File: src/rtl/vsel_pkg.sv
package vsel_pkg;
    localparam int WAYS     = 8;
    localparam int IDX_W    = $clog2(WAYS);
    localparam int TREE_W   = WAYS - 1;
    localparam int CNT_W    = IDX_W + 1;
    localparam int MAX_LOCK = WAYS - 1;

    typedef logic [IDX_W-1:0]  way_t;
    typedef logic [TREE_W-1:0] tree_t;

    // Follow the tree from the root; each bit value chooses the child.
    function automatic way_t tree_pick(input tree_t t);
        way_t w;
        int   node;
        w    = '0;
        node = 0;
        for (int lvl = 0; lvl < IDX_W; lvl++) begin
            w    = {w[IDX_W-2:0], t[node]};
            node = 2 * node + 1 + int'(t[node]);
        end
        return w;
    endfunction

    // Point every node on the way's path away from it.
    function automatic tree_t tree_touch(input tree_t t, input way_t w);
        tree_t n;
        int    node;
        logic  dir;
        n    = t;
        node = 0;
        for (int lvl = 0; lvl < IDX_W; lvl++) begin
            dir     = w[IDX_W-1-lvl];
            n[node] = ~dir;
            node    = 2 * node + 1 + int'(dir);
        end
        return n;
    endfunction
endpackage

File: src/rtl/vsel_lock_cfg.sv
module vsel_lock_cfg
    import vsel_pkg::*;
(
    input  logic             clk,
    input  logic             rst,
    input  logic             wr,
    input  logic             whole_in,
    input  logic [CNT_W-1:0] count_in,
    output logic             whole,
    output way_t             count,
    output logic             err
);
    typedef struct packed {
        logic whole;
        way_t count;
        logic err;
    } cfg_t;

    cfg_t cfg_d, cfg_q;

    always_comb begin
        cfg_d = cfg_q;
        if (wr) begin
            cfg_d.whole = whole_in;
            if (count_in > CNT_W'(MAX_LOCK)) begin
                cfg_d.count = way_t'(MAX_LOCK);
                cfg_d.err   = 1'b1;
            end else begin
                cfg_d.count = count_in[IDX_W-1:0];
            end
        end
    end

    always_ff @(posedge clk) begin
        if (rst) cfg_q <= '0;
        else     cfg_q <= cfg_d;
    end

    assign whole = cfg_q.whole;
    assign count = cfg_q.count;
    assign err   = cfg_q.err;


    saturate_chk: assert property (@(posedge clk) disable iff (rst)
        (wr && count_in > CNT_W'(MAX_LOCK)) |=> (err && count == way_t'(MAX_LOCK)));


    sticky_err_chk: assert property (@(posedge clk) disable iff (rst)
        err |=> err);


    legal_store_chk: assert property (@(posedge clk) disable iff (rst)
        (wr && count_in <= CNT_W'(MAX_LOCK)) |=> (count == $past(count_in[IDX_W-1:0])));
endmodule

File: src/rtl/vsel_plru.sv
module vsel_plru
    import vsel_pkg::*;
(
    input  logic  clk,
    input  logic  rst,
    input  logic  acc_vld,
    input  way_t  acc_way,
    output tree_t tree
);
    tree_t tree_d, tree_q;

    always_comb begin
        tree_d = tree_q;
        if (acc_vld) tree_d = tree_touch(tree_q, acc_way);
    end

    always_ff @(posedge clk) begin
        if (rst) tree_q <= '0;
        else     tree_q <= tree_d;
    end

    assign tree = tree_q;


    away_from_access_chk: assert property (@(posedge clk) disable iff (rst)
        acc_vld |=> (tree_pick(tree_q) != $past(acc_way)));


    idle_hold_chk: assert property (@(posedge clk) disable iff (rst)
        !acc_vld |=> $stable(tree_q));
endmodule

File: src/rtl/vsel_pick.sv
module vsel_pick
    import vsel_pkg::*;
(
    input  logic [WAYS-1:0] valid,
    input  tree_t           tree,
    input  logic            whole,
    input  way_t            count,
    output way_t            way,
    output logic            ok
);
    way_t first_inv;
    logic any_inv;
    way_t lru_way;

    always_comb begin
        first_inv = '0;
        any_inv   = 1'b0;
        for (int i = WAYS - 1; i >= 0; i--) begin
            if (!valid[i]) begin
                first_inv = way_t'(i);
                any_inv   = 1'b1;
            end
        end
    end

    always_comb begin
        lru_way = tree_pick(tree);
        if (lru_way < count) lru_way = count;
    end

    always_comb begin
        ok  = !whole;
        way = any_inv ? first_inv : lru_way;
    end
endmodule

File: src/rtl/way_victim_sel.sv
module way_victim_sel
    import vsel_pkg::*;
(
    input  logic             clk,
    input  logic             rst,
    input  logic             cfg_wr,
    input  logic             cfg_whole,
    input  logic [CNT_W-1:0] cfg_count,
    input  logic             acc_vld,
    input  way_t             acc_way,
    input  logic             miss_req,
    input  logic [WAYS-1:0]  valid_i,
    output way_t             victim_o,
    output logic             alloc_ok_o,
    output logic             res_vld_o,
    output tree_t            plru_o,
    output way_t             lock_count_o,
    output logic             whole_lock_o,
    output logic             cfg_err_o
);
    typedef struct packed {
        logic vld;
        logic ok;
        way_t way;
    } res_t;

    res_t  res_d, res_q;
    logic  whole;
    way_t  count;
    tree_t tree;
    way_t  pick_way;
    logic  pick_ok;

    vsel_lock_cfg cfg_i (
        .clk(clk), .rst(rst), .wr(cfg_wr), .whole_in(cfg_whole),
        .count_in(cfg_count), .whole(whole), .count(count), .err(cfg_err_o)
    );

    vsel_plru plru_i (
        .clk(clk), .rst(rst), .acc_vld(acc_vld), .acc_way(acc_way), .tree(tree)
    );

    vsel_pick pick_i (
        .valid(valid_i), .tree(tree), .whole(whole), .count(count),
        .way(pick_way), .ok(pick_ok)
    );

    always_comb begin
        res_d     = res_q;
        res_d.vld = miss_req;
        res_d.ok  = 1'b0;
        if (miss_req) begin
            res_d.ok  = pick_ok;
            res_d.way = pick_way;
        end
    end

    always_ff @(posedge clk) begin
        if (rst) res_q <= '0;
        else     res_q <= res_d;
    end

    assign victim_o     = res_q.way;
    assign alloc_ok_o   = res_q.ok;
    assign res_vld_o    = res_q.vld;
    assign plru_o       = tree;
    assign lock_count_o = count;
    assign whole_lock_o = whole;


    whole_blocks_chk: assert property (@(posedge clk) disable iff (rst)
        (miss_req && whole) |=> !alloc_ok_o);


    invalid_first_chk: assert property (@(posedge clk) disable iff (rst)
        (miss_req && !whole && !(&valid_i)) |=>
            ((($past(valid_i) >> victim_o) & 8'd1) == 8'd0));


    skip_locked_chk: assert property (@(posedge clk) disable iff (rst)
        (miss_req && !whole && (&valid_i)) |=> (victim_o >= $past(count)));


    strobe_chk: assert property (@(posedge clk) disable iff (rst)
        alloc_ok_o |-> res_vld_o);
endmodule

File: config.mk
export PLATFORM = sky130hd
export DESIGN_NAME = way_victim_sel
export DESIGN_NICKNAME = d
export VERILOG_FILES = /design/src/rtl/vsel_pkg.sv /design/src/rtl/vsel_lock_cfg.sv /design/src/rtl/vsel_plru.sv /design/src/rtl/vsel_pick.sv /design/src/rtl/way_victim_sel.sv
export SDC_FILE = /design/constraint.sdc
export NUM_CORES = 1
export LEC_CHECK = 0
export ABC_AREA = 1
export BUFFER_PORTS_ARGS = -buffer_cell sky130_fd_sc_hd__buf_2
export CAP_MARGIN = 20
export CORE_MARGIN = 1.5
export CORE_UTILIZATION = 42
export DETAILED_ROUTE_END_ITERATION = 10
export PLACE_DENSITY = 0.79
export SYNTH_ARGS = -nofsm -noshare
export SYNTH_HDL_FRONTEND = slang
export SYNTH_SLANG_ARGS = --single-unit
File: constraint.sdc
create_clock -name clk -period 1.4 [get_ports clk]
set_input_delay 0.07 -clock clk [delete_from_list [all_inputs] [get_ports clk]]
set_output_delay 0.07 -clock clk [all_outputs]
set_load 0.05 [all_outputs]
== Word-level counts from Yosys, hierarchy flattened ==
Index checks and enable logic that the tools add are counted.
Widths: inputs -> output; s select.

* Order comparisons: 8
* Reductions and logical operators: 5
* Bitwise operators: 4
* Mux-type cells: 31
* Add/subtract/negate cells: 6

{| class="wikitable"
|+ Operator list
! operator !! number
|-
| $lt 32x5->1 const B || 4
|-
| $add 32x2->32 || 2
|-
| $add 32x2->32 const B || 2
|-
| $ge 32x1->1 const B || 2
|-
| $mux 3 || 11
|-
| $bwmux 7 || 2
|-
| $mux 1 || 14
|-
| $bmux 1 s3 || 2
|-
| $demux 1 s3 || 2
|-
| $add 1x1->2 const A || 2
|-
| $gt 4x3->1 const B || 1
|-
| $not 1->1 || 4
|-
| $lt 3x3->1 || 1
|-
| $logic_and 1x1->1 || 2
|-
| $reduce_and 2->1 || 1
|-
| $reduce_or 2->1 || 1
|-
| $logic_not 1->1 || 1
|}

* Flip-flop bits (word level): 17
* Input bits: 21

== Depth between registers and ports, before layout ==
* Word-level depth: 11
* Mapped depth: 13
* Mapped depth without buffers: 13

== Modules after synthesis ==
Synthesis repeated with hierarchy kept, for this count alone.

* Cells, all modules: 165
* Area total of the unflattened synthesis: 1,116.1 µm²

{| class="wikitable"
|+ By module, submodules not included
! module !! seq. area each (µm²) !! instances !! cells each !! area each (µm²)
|-
| vsel_plru || 140.1 || 1 || 53 || 405.4
|-
| vsel_pick || 0.0 || 1 || 64 || 344.1
|-
| way_victim_sel || 100.1 || 1 || 25 || 192.7
|-
| vsel_lock_cfg || 100.1 || 1 || 23 || 173.9
|}

== Least setup slack after synthesis ==
OpenSTA, ideal clock, no wires.

* Path type: reg-to-reg
* Start point: register plru_i.tree_q[0] (netlist: plru_i.tree[0])
* End point: register res_q (netlist bit victim_o[2])
* Required time: 1,266 ps
* Slack: -363 ps
* Stages on the path, launching flop included: 9
* Period minus slack after synthesis: 1,763 ps
* Arrival time: 1,629 ps
* Buffers on the path: 0
* Cell sequence: dfxtp_1 > inv_1 > nand2_1 > nand2_1 > ha_1 > a21oi_4 > o21ai_0 > o211ai_1 > a21oi_1

* Longest elaborated chain between the ends: 11

{| class="wikitable"
|+ Ends and longest elaborated chain
! element !! line !! source
|-
| start: declaration || vsel_plru.sv:10 || <nowiki>tree_t tree_d, tree_q;</nowiki>
|-
| start signal: assignment || vsel_plru.sv:19 || <nowiki>else tree_q <= tree_d;</nowiki>
|-
| branches (longest 9 deep; another with $add 32x2->32) || - ||
|-
| $mux 3 (*) || vsel_pick.sv:28 || <nowiki>if (lru_way < count) lru_way = count;</nowiki>
|-
| $mux 3 (*) || vsel_pick.sv:33 || <nowiki>way = any_inv ? first_inv : lru_way;</nowiki>
|-
| end signal: assignment || way_victim_sel.sv:60 || <nowiki>else res_q <= res_d;</nowiki>
|-
| end: declaration || way_victim_sel.sv:27 || <nowiki>res_t res_d, res_q;</nowiki>
|}

Mark *: on every way between the ends. The select of a mux whose other input is x is not followed.
A chain may end at the register's enable or synchronous reset.

== Worst setup path after layout ==
* Start point: register plru_i.tree_q[0] (netlist: plru_i.tree[0])
* End point: register res_q (netlist bit victim_o[0])

The elaborated chain is that of the path after synthesis.

==> flow_metrics.py <==
metrics = {
    "outcome": {
        "status": "complete, but fails checks",
        "violations": "setup timing",
    },
    "global_route": {
        "met1_usage_pct": 19.7,
        "grt_remaining_overflow": 0,
        "grt_pass1_wl_um": 3750,
        "antenna_found_initial": 0,
        "met2_usage_pct": 36.2,
        "grtUsageTotal_pct": 19.2,
        "grt_max_degree": 11,
        "grt_pass1_vias": 936,
        "busiest_layer": "met2",
        "grt_util_met3_pct": 2.98,
    },
    "final_layout": {
        "nets": 205,
        "final_util_pct": 58.0,
        "n_fill_cell": 224,
        "fin_cells": 203,
        "antennaDiodeCount": 0,
        "drive_gt1_share_pct": 37.7,
        "postLayoutCellArea_mm2": 0.00126,
        "syn_to_final_growth_pct": 32.4,
    },
    "logic_synthesis": {
        "synth_xor_area_share_pct": 0,
        "synth_fa_ha_area_share_pct": 10.5,
        "synth_top_family_by_area": "compound AO/OA/AOI/OAI gates",
        "postSynthCellCount": 133,
        "synth-simple-area-share_pct": 21.1,
        "yosysWarnings": 0,
        "synth_compound_area_share_pct": 22.3,
        "synthMuxAreaShare_pct": 0,
        "synth_flop_cell": "dfxtp_1",
        "synth_area_um2": 950,
        "synth.avg_cell_area_um2": 7.14,
        "synth_enable_flop_cells": 0,
        "syn_nets": 162,
        "ys_seq_area_share_pct": 35.8,
        "ys_ff_latch": 17,
        "synthArstFlopShare_pct": 0,
        "yosysUniqueCellTypes": 21,
    },
    "sta": {
        "setup_viol": 2,
        "fmax_mhz": 706,
        "hold_violations": 0,
        "whs_ps": 1.24,
        "tightest_slew_ps": 259,
        "finClkSkew_ps": 8.11,
        "slew_violations": 0,
        "fin_crit_sh_pct": 101,
        "setup_slack_ps": -16.7,
        "period_minus_slack_ps": 1420,
        "finalSetupTns_ps": -30.2,
        "slew_headroom_pct": 82.8,
        "rsz0062_at_grt": "true",
    },
    "floorplan": {
        "fp-row-count": 17,
        "dieHeight_um": 50.6,
        "ioPinCount": 38,
        "coreArea_mm2": 0.00217,
        "chipWidth_um": 50.6,
        "die_area_mm2": 0.00256,
        "start_util_pct": 43.8,
    },
    "cts": {
        "ctsHoldBuffers": 0,
        "clk_pin_slew_ps": 110,
        "clock_latency_ps": 300,
        "cts_buffers": 3,
        "cts_tree": "yes",
        "clock-root-buffer": "clkbuf_4",
        "clock_sinks": 17,
        "h-tree-depth": 1,
        "clk_path_buf_depth": 2,
    },
    "setup_path": {
        "reg2reg_to": "victim_o[0]",
        "path_buf_inv": 0,
        "cp_slowest_cell": "dfxtp_4",
        "path_class": "flip-flop to flip-flop",
        "cp_max_fo": 5,
        "worstPathArrival_ps": 1660,
        "start_kind": "flip-flop",
        "r2r_start": "plru_i.tree[0]",
        "rrSetupSlack_ps": -20,
        "critPathCaptureType": "flip-flop",
        "reg2reg_depth": 9,
        "path_cells": "or2_4, or2_1, nand2_1, nand2_1, nand2_2, nand2_2, nand2_1, nand3_1, a21oi_2",
        "cp_top_family": "simple AND/OR/NAND/NOR gates",
        "max_stage_delay_ps": 370,
        "required_ps": 1650,
        "worst_path_most_repeated_cell": "nand2_1",
    },
    "placement": {
        "port_buffers": 37,
        "post-dp-hpwl_um": 1810,
        "placed_area_mm2": 0.00121,
        "place.gp.congestion": 0.830,
        "placed_cells": 197,
        "dp_slack_ps": -9.15,
    },
    "routing": {
        "viasPerCell": 5.03,
        "wl_um": 2260,
        "drcViolationCount": 0,
        "ant_nets": 0,
        "drtPass1Iterations": 4,
        "dr_total_vias": 1021,
        "drtIter0Drc": 24,
        "routedWlPerCell_um": 11.2,
    },
    "worst_hold_path": {
        "min_path_type": "input port to flip-flop",
        "worstHoldStart": "cfg_whole",
        "min_to": "cfg_i.whole",
        "hold_depth": 3,
    },
    "flow_run": {
        "maxCapViolations": 0,
    },
    "pwr": {
        "leakagePower_nw": 0.658,
        "power_density_mw_per_mm2": 896,
        "peakVddDrop_mv": 0.416,
        "power_mw": 1.13,
    },
}
==> power breakdown <==
group          internal [mW]  switching [mW]  leakage [nW]  total (mW)
logic                  0.108           0.227         0.496       0.335
registers              0.506          0.0164         0.144       0.523
clock network          0.107           0.163        0.0177       0.270
==> cells in the final DEF (no fill, tap or decap) <==
cell type	count
a311oi_1	2
dfxtp_2	1
or2_4	1
a21oi_4	1
o21ai_0	5
inv_1	17
dfxtp_4	5
a21oi_2	2
nand3_2	1
buf_2	37
nand3_1	8
or2_1	1
clkinv_2	1
a21oi_1	13
inv_2	6
clkinv_1	1
nand2_1	24
nor2_1	4
nor3_1	1
clkbuf_4	3
buf_4	3
o21ai_1	11
nand4_1	2
a21boi_1	1
dfxtp_1	11
o211ai_1	1
nand2_2	4
ha_1	7
ha_4	1
==> cell type report <==
| cell class | instances | area [um2] | area share [%] |
|---|---|---|---|
| multi-input cells | 90 | 537 | 42.7 |
| repair buffers | 40 | 208 | 16.5 |
| flip-flops and latches | 17 | 360 | 28.7 |
| clock buffers | 3 | 22.5 | 1.79 |
| well taps | 28 | 35.0 | 2.79 |
| clock inverters | 1 | 5.00 | 0.398 |
| inverters | 24 | 90.1 | 7.16 |
==> cell families after synthesis <==
| kind of cell | Yosys count |
|---|---|
| and+or+nand+nor | 46 |
| AOI/OAI and AO/OA | 36 |
| buffers and inverters | 26 |
| DFF | 17 |
| adders and majority gates | 8 |
==> state kept, by name (all words and copies together), names as in the netlist <==
signal       count
alloc_ok_o       1
cfg_i.count      3
cfg_i.err        1
cfg_i.whole      1
plru_i.tree      7
res_vld_o        1
victim_o         3
==> worst max-delay path by stage <==
stage,cells after the start,end,slack (ps),startpoint
final,9,victim_o[0],-20,plru_i.tree[0]
after global routing,9,victim_o[0],-110,plru_i.tree[0]
after CTS,9,victim_o[1],-2,plru_i.tree[0]
after detailed placement,9,victim_o[1],-9,plru_i.tree[0]
after global placement,9,victim_o[0],60,plru_i.tree[0]
after floorplan,6,victim_o[2],-6,cfg_i.count[2]
==> tightest hold or removal path, cell delays in order <==
cell and delay (ps):
buf_2 100, inv_1 50, a21oi_1 50
==> what timing repair did <==
action                     4_1_cts  5_1_grt
gates resized for setup          1        3
buffers inserted                 2        0
setup endpoints to repair        2        3
pin swaps                        1        1
==> layer usage <==
metal / vias up / share of wire [%]
met1: 456 / 40
met2: 38 / 51
met5: - / 0
li1: 521 / -
met3: 6 / 6.3
met4: 0 / 2.3
==> cells in the mapped netlist (2+ instances only) <==
| library cell | instances | area (um2) |
|---|---|---|
| o21ai_0 | 6 | 30.0 |
| nor2_1 | 4 | 15.0 |
| inv_1 | 18 | 67.6 |
| nand3_1 | 9 | 45.0 |
| nand4_1 | 2 | 12.5 |
| o21ai_1 | 10 | 50.1 |
| ha_1 | 8 | 100 |
| nand2_1 | 26 | 97.6 |
| a21oi_2 | 2 | 17.5 |
| a311oi_1 | 2 | 17.5 |
| inv_2 | 5 | 18.8 |
| a21oi_1 | 13 | 65.1 |
| nand2_2 | 2 | 12.5 |
| or2_0 | 2 | 12.5 |
| clkbuf_1 | 2 | 7.51 |
| dfxtp_1 | 17 | 340 |
Power figures use the tool's default switching activity.
